$ cat config.mk
export PLATFORM = sky130hd
export DESIGN_NAME = isc_src_ctrl
export DESIGN_NICKNAME = d
export VERILOG_FILES = /design/src/rtl/isc_pkg.sv /design/src/rtl/isc_slot.sv /design/src/rtl/isc_pick.sv /design/src/rtl/isc_scan.sv /design/src/rtl/isc_src_ctrl.sv
export SDC_FILE = /design/constraint.sdc
export NUM_CORES = 1
export LEC_CHECK = 0
export ABC_AREA = 1
export CAP_MARGIN = 10
export CORE_AREA = 2 2 140 142
export CTS_CLUSTER_DIAMETER = 150
export DETAILED_ROUTE_END_ITERATION = 10
export DIE_AREA = 0 0 142 144
export DONT_BUFFER_PORTS = 1
export GPL_TIMING_DRIVEN = 0
export PLACE_DENSITY = 0.56
export SYNTH_ARGS = -nofsm -noshare
export SYNTH_HDL_FRONTEND = slang
export SYNTH_SLANG_ARGS = --single-unit
$ cat constraint.sdc
create_clock -name clk -period 2 [get_ports clk]
set_clock_uncertainty 0.1 [all_clocks]
set_input_delay 0.4 -clock clk [delete_from_list [all_inputs] [get_ports clk]]
set_output_delay 0.4 -clock clk [all_outputs]
set_load 0.02 [all_outputs]
$ cat src/rtl/isc_pkg.sv
package isc_pkg;
  // per-source status flags
  typedef struct packed {
    logic asr;    // level input currently high (level sources)
    logic sent;   // request delivered, awaiting EOI/reject (level sources)
    logic rej;    // request was refused (message sources)
    logic mpend;  // trigger seen while masked (message sources)
    logic queued; // waiting for the request port
  } isc_stat_t;
endpackage

$ cat src/rtl/isc_slot.sv
module isc_slot
  import isc_pkg::*;
#(
  parameter int PRIW = 8,
  parameter int SRVW = 4
) (
  input  logic            clk,
  input  logic            rst_n,
  input  logic            is_lsi,
  input  logic            lvl,
  input  logic            cfg_hit,
  input  logic [SRVW-1:0] cfg_srv,
  input  logic [PRIW-1:0] cfg_pri,
  input  logic            rej_hit,
  input  logic            eoi_hit,
  input  logic            scan_hit,
  input  logic            grant,
  output logic            want,
  output logic [PRIW-1:0] prio,
  output logic [SRVW-1:0] srv
);
  localparam logic [PRIW-1:0] MASKED = {PRIW{1'b1}};

  isc_stat_t       st_q, st_d;
  logic [PRIW-1:0] pri_q, pri_d;
  logic [SRVW-1:0] srv_q, srv_d;

  always_comb begin
    logic chk;
    logic send;
    st_d  = st_q;
    pri_d = pri_q;
    srv_d = srv_q;
    chk   = 1'b0;
    send  = 1'b0;
    // messages from the presentation side first
    if (rej_hit) begin
      if (is_lsi) st_d.sent = 1'b0;
      else        st_d.rej  = 1'b1;
    end
    if (eoi_hit && is_lsi) st_d.sent = 1'b0;
    // configuration write
    if (cfg_hit) begin
      pri_d = cfg_pri;
      srv_d = cfg_srv;
      if (is_lsi) chk = 1'b1;
      else if (st_d.mpend && cfg_pri != MASKED) begin
        st_d.mpend = 1'b0;
        send       = 1'b1;
      end
    end
    // source input
    if (is_lsi) begin
      if (lvl != st_d.asr) begin
        st_d.asr = lvl;
        chk      = 1'b1;
      end
    end else if (lvl) begin
      if (pri_d == MASKED) st_d.mpend = 1'b1;
      else                 send       = 1'b1;
    end
    // resend scan visit
    if (scan_hit) begin
      if (is_lsi) chk = 1'b1;
      else if (st_d.rej) begin
        st_d.rej = 1'b0;
        if (pri_d != MASKED) send = 1'b1;
      end
    end
    // level check
    if (chk && pri_d != MASKED && st_d.asr && !st_d.sent) begin
      st_d.sent = 1'b1;
      send      = 1'b1;
    end
    st_d.queued = (st_q.queued && !grant) || send;
  end

  always_ff @(posedge clk) begin
    if (!rst_n) begin
      st_q  <= '0;
      pri_q <= MASKED;
      srv_q <= '0;
    end else begin
      st_q  <= st_d;
      pri_q <= pri_d;
      srv_q <= srv_d;
    end
  end

  assign want = st_q.queued;
  assign prio = pri_q;
  assign srv  = srv_q;
endmodule

$ cat src/rtl/isc_pick.sv
module isc_pick #(
  parameter int N    = 8,
  parameter int IDXW = 3
) (
  input  logic [N-1:0]    want,
  output logic            any,
  output logic [IDXW-1:0] idx,
  output logic [N-1:0]    onehot
);
  always_comb begin
    any    = |want;
    idx    = '0;
    onehot = '0;
    for (int i = N - 1; i >= 0; i--) begin
      if (want[i]) begin
        idx    = IDXW'(i);
        onehot = '0;
        onehot[i] = 1'b1;
      end
    end
  end
endmodule

$ cat src/rtl/isc_scan.sv
module isc_scan #(
  parameter int N    = 8,
  parameter int IDXW = 3
) (
  input  logic         clk,
  input  logic         rst_n,
  input  logic         start,
  input  logic         hold,
  output logic         busy,
  output logic [N-1:0] hit
);
  localparam logic [IDXW-1:0] LAST = IDXW'(N - 1);

  logic [IDXW-1:0] ptr;

  always_ff @(posedge clk) begin
    if (!rst_n) begin
      busy <= 1'b0;
      ptr  <= '0;
    end else if (busy) begin
      if (!hold) begin
        if (ptr == LAST) busy <= 1'b0;
        else             ptr  <= ptr + 1'b1;
      end
    end else if (start) begin
      busy <= 1'b1;
      ptr  <= '0;
    end
  end

  for (genvar i = 0; i < N; i++) begin : g_hit
    assign hit[i] = busy && !hold && (ptr == IDXW'(i));
  end
endmodule

$ cat src/rtl/isc_src_ctrl.sv
module isc_src_ctrl #(
  parameter int          NSRC = 8,
  parameter int          PRIW = 8,
  parameter int          SRVW = 4,
  parameter int          NUMW = 16,
  parameter int unsigned BASE = 32'h1000,
  localparam int         IDXW = (NSRC > 1) ? $clog2(NSRC) : 1
) (
  input  logic            clk,
  input  logic            rst_n,
  input  logic [NSRC-1:0] src_lsi,
  input  logic [NSRC-1:0] src_in,
  input  logic            cfg_we,
  input  logic [IDXW-1:0] cfg_idx,
  input  logic [SRVW-1:0] cfg_server,
  input  logic [PRIW-1:0] cfg_prio,
  input  logic            rej_valid,
  input  logic [NUMW-1:0] rej_num,
  input  logic            eoi_valid,
  input  logic [NUMW-1:0] eoi_num,
  input  logic            resend_start,
  output logic            resend_busy,
  output logic            req_valid,
  input  logic            req_ready,
  output logic [NUMW-1:0] req_num,
  output logic [PRIW-1:0] req_prio,
  output logic [SRVW-1:0] req_server
);
  logic [NSRC-1:0] want, grant, onehot, scan_hit;
  logic [PRIW-1:0] pri_a [NSRC];
  logic [SRVW-1:0] srv_a [NSRC];
  logic            any, load, port_hold;
  logic [IDXW-1:0] pick;

  assign port_hold = req_valid && !req_ready;

  for (genvar i = 0; i < NSRC; i++) begin : g_src
    localparam logic [NUMW-1:0] GNUM = NUMW'(BASE + i);
    isc_slot #(.PRIW(PRIW), .SRVW(SRVW)) u_slot (
      .clk      (clk),
      .rst_n    (rst_n),
      .is_lsi   (src_lsi[i]),
      .lvl      (src_in[i]),
      .cfg_hit  (cfg_we && cfg_idx == IDXW'(i)),
      .cfg_srv  (cfg_server),
      .cfg_pri  (cfg_prio),
      .rej_hit  (rej_valid && rej_num == GNUM),
      .eoi_hit  (eoi_valid && eoi_num == GNUM),
      .scan_hit (scan_hit[i]),
      .grant    (grant[i]),
      .want     (want[i]),
      .prio     (pri_a[i]),
      .srv      (srv_a[i])
    );
  end

  isc_pick #(.N(NSRC), .IDXW(IDXW)) u_pick (
    .want   (want),
    .any    (any),
    .idx    (pick),
    .onehot (onehot)
  );

  isc_scan #(.N(NSRC), .IDXW(IDXW)) u_scan (
    .clk   (clk),
    .rst_n (rst_n),
    .start (resend_start),
    .hold  (port_hold),
    .busy  (resend_busy),
    .hit   (scan_hit)
  );

  assign load  = any && !port_hold;
  assign grant = load ? onehot : '0;

  always_ff @(posedge clk) begin
    if (!rst_n) begin
      req_valid  <= 1'b0;
      req_num    <= '0;
      req_prio   <= '0;
      req_server <= '0;
    end else if (load) begin
      req_valid  <= 1'b1;
      req_num    <= NUMW'(BASE) + NUMW'(pick);
      req_prio   <= pri_a[pick];
      req_server <= srv_a[pick];
    end else if (req_ready) begin
      req_valid  <= 1'b0;
    end
  end
endmodule

==> run summary <==
The number of H-tree levels is 4. The synthesis-stage register bit count came out at about 160. The peak per-stage delay on the critical path came out at ~0.33 ns.

The initialized floorplan defines roughly 50 standard-cell rows. The number of global-route vias before repair came out at 7654. The setup path with the least slack is of type flip-flop to flip-flop. The count of inserted antenna diode cells came out at 0. The number of buffers on the longest clock path came out at 2. The total congestion overflow is 0.

Walking the worst path, the cells encountered are or2_2 -> a21boi_2 -> nor3_4 -> inv_4 -> buf_4 -> nand3_1 -> nand3_1 -> nand3_1 -> nand2_1 -> inv_1. The DRC violation total after the first TritonRoute iteration came out at 800. Of the total power, the share spent switching nets is 0.377. For this design the total switching power over the nets is 3.56 mW. The worst hold path cell count came out at 2.

The number of CTS-inserted buffers came out at 17. dfxtp_1 takes more of the synthesized area than any other cell. The met2 layer usage reported by global route came out at 0.484. The run finished with clean final reports.

The internal power of the cells totals 5.87 mW. The synthesized netlist occupies a cell area of 0.00834 mm². The clock insertion delay at the later pin of the skew report is 0.44 ns. The first global-routing pass estimated 43.8 mm of wire. The endpoint required time on the critical path came out at around 2.2 ns.

The share of the cycle needed by the critical path after routing is 0.974. The highest clock frequency the design can meet is 0.513 GHz. The tool flagged a number of max-cap violations equal to 0.

The pin count of the biggest net entering global routing came out at 18. The critical path depth in cells came out at 10. The share of total power dissipated in the clock network is 0.345. The detail route stage leaves a number of antenna-violating nets equal to 0. Sorting the synthesized cells by area gives the leading types as dfxtp_1 38%, nand2_1 14%, nand3_1 10%, inv_1 7.2%, o21ai_0 5.9%. Before antenna repair, the detailed router went through 6 iterations. The combinational fraction of design power is 0.270. The signal arrival time at the worst endpoint came out at 2.18 ns. The area added between synthesis and finish came out at 13.7%. The count of yosys warnings during synthesis is 0. The total number of nets in the final design came out at 1404. The post-CTS clock slew at the launch and capture registers of the worst setup and hold paths is 0.07 ns.

met2 is the most crowded layer. In this run the count of I/O pins placed on the die edge is 100. After detailed routing, the total wire length is 29.3 mm. The total power per unit cell area is 993 mW/mm². The endpoint kind of the worst setup timing path is a flip-flop. Of all flip-flops after synthesis, the portion carrying an async set or reset was 0. The cell family contributing the most delay on the critical path is simple AND/OR/NAND/NOR gates. The combined buffer and inverter count along the critical path came out at 3.

The number of endpoints with negative hold slack in the final report came out at 0. The die covers 0.0204 mm². The global-route track usage on met3 is 0.0636. The summed negative setup slack over all endpoints is 0 ns.

The slowest stage of the critical path is the dfxtp_1 cell. The min-delay analysis places its worst path in the category primary input to flip-flop. In this run, synthesis inferred 0 flip-flops with an integrated enable. The die is 144 µm tall. In the synthesized netlist the dominant register cell turns out to be dfxtp_1.

The CTS tree is done. The met1 usage in global routing came out at 0.361. The number of antenna violations at the first check in global routing came out at 0.

The fraction of synthesized cell area taken by the top area cell type came out at 0.377. The share of final-layout standard cells stronger than drive strength 1 came out at 0.138. The worst setup slack after placement is -0.410 ns.

The worst-case setup margin in the final layout is between 0.05 and 0.06 ns. The number of slew-limit violations in the final report was 0. The combined global-route utilization of all metal layers is 0.288.

The headroom to the max-slew limit came out at 0.427. The routability congestion estimate from global placement is between 0.9 and 1. The average instance in the mapped netlist occupies 6.46 µm². Setup repair after global routing could not meet its margin everywhere. The part of the total power dissipated in sequential elements is 0.385. The number of sinks driven by the clock tree is 157.

Sorting the synthesized cells by how often they occur yields 316 x nand2_1, 166 x nand3_1, 159 x inv_1. The maximum vdd ir drop came out at ~590 µV. The fill cell instance count of the final layout is approximately 2000.

The per-cell routed wire length is 18.5 µm. The worst setup path is launched from a flip-flop. At the pin with the least slew margin, the transition time is roughly 0.86 ns.

The DRC violation count after routing came out at 0. The highest net fanout along the worst path is 10. In this run the tool buffered the top-level ports with 0 buffer cells. Yosys mapped the design onto 34 distinct sky130hd cell types.

The gate count after technology mapping came out at 1291. The analysis attributes to cell leakage a power of 4.90 nW. CTS placed an instance of clkbuf_16 at the clock tree root. The core region is 0.0191 mm². The cell that appears most often on the critical path is nand3_1. The final setup violation count came out at 0. The shortest period the worst path allows came out at 1.95 ns. The total power came out at 9.42 mW. The most common cell in the netlist is nand2_1. The die is 142 µm wide. The total half-perimeter wirelength after legalization and detailed placement came out at ~21 mm.

The worst reg2reg path depth came out at 10. Hold timing on the final database bottoms out at a slack of 0.00853 ns. After detailed routing, the number of vias per cell comes to 5.30. The number of vias after detailed routing is 8373. The share of the yosys chip area belonging to registers is 0.377. The starting utilization of the core area is 0.437.
[routing by layer]
metal  vias to the layer above  share of wire
li1                       4166              -
met1                      3801           0.43
met2                       341           0.46
met3                        65          0.073
met4                         0          0.034
met5                         -              0
[per-stage QoR]
| step | cell area [µm²] | cells | utilization |
|---|---|---|---|
| floorplan | 8380 | 1302 | - |
| global placement | 8680 | 1540 | 0.455 |
| detailed placement | 8680 | 1540 | 0.455 |
| CTS | 9350 | 1576 | 0.490 |
| global route | 9490 | 1579 | 0.497 |
| finish | 9490 | 1579 | 0.497 |
[power groups by stage]
stage          sequential [mW]  combinational, mW  clock, mW
2_1_floorplan             3.65               1.52          0
3_3_place_gp              3.68               2.23          0
3_5_place_dp              3.69               2.23          0
4_1_cts                   3.62               2.33       3.26
5_1_grt                   3.65               2.78       3.39
6_report                  3.62               2.55       3.25
[cell type report]
type | instances | area, µm² | area share
Sequential cell | 157 | 3150 | 0.332
Inverter | 165 | 622 | 0.0655
Timing Repair Buffer | 8 | 67.6 | 0.00712
Clock inverter | 15 | 149 | 0.0157
Multi-Input combinational cell | 912 | 4340 | 0.458
Tap cell | 238 | 298 | 0.0314
Buffer | 67 | 434 | 0.0458
Clock buffer | 17 | 425 | 0.0448
[flip-flops by register name, summed over array words and instances, names as in the netlist, 3 cells and up]
name	count
g_src.u_slot.prio	64
g_src.u_slot.srv	32
g_src.u_slot.st_q	32
g_src.u_slot.want	8
req_num	4
req_prio	8
req_server	4
u_scan.ptr	3
[worst reg2reg max path, stage by stage, from the launching register on]
cell	delay, ns
dfxtp_1	0.33
or2_2	0.29
a21boi_2	0.18
nor3_4	0.09
inv_4	0.13
buf_4	0.25
nand3_1	0.12
nand3_1	0.17
nand3_1	0.09
nand2_1	0.06
inv_1	0.04
[what timing repair did]
item | CTS | global route
setup buffers | 1 | 4
gates resized for setup | 25 | 47
setup endpoints to repair | 14 | 21
hold endpoints to repair | 3 | 0
pin swaps | 1 | 1
gates cloned | 0 | 0
hold buffers | 3 | 0
[cells by family after synthesis]
logic type      share of synthesized area
compound gates                      0.121
xor+xnor                          0.00210
fa+ha+maj                         0.00900
buf+inv                             0.116
flops                               0.377
other cells                      0.000449
simple gates                        0.374
[placed cells by master, fill, tap and decap left out, types with 2 or more instances in the layout]
cell type	count
a211oi_1	2
inv_1	158
buf_2	11
clkinv_4	2
inv_6	5
a21oi_2	2
dfxtp_2	4
dlygate4sd3_1	3
buf_8	4
clkbuf_16	17
nor3_1	6
dfxtp_1	153
nor2_1	107
buf_6	4
a31oi_1	7
inv_2	6
ha_1	6
buf_4	24
nand3_1	161
clkinvlp_4	2
o21ai_0	97
o21ai_1	13
or2_2	59
clkbuf_4	3
nor2_2	8
nand3b_1	8
clkbuf_1	24
o31ai_1	7
nand2_1	313
nand3_2	5
nand4_1	15
nand2_2	12
a21boi_0	2
a21oi_1	57
inv_8	5
conb_1	12
nor2_4	4
[final timing paths]
| kind | start | to | slack [ns] |
|---|---|---|---|
| worst max register to register | g_src[7].u_slot.want | req_server[0] | 0.05 |
| worst min register to register | g_src[4].u_slot.srv[1] | g_src[4].u_slot.srv[1] | 0.35 |
| worst min-delay path | cfg_server[2] | g_src[7].u_slot.srv[2] | 0.009 |
| worst max-delay path | g_src[7].u_slot.want | req_server[0] | 0.05 |
(Power assumes the default switching activity.)
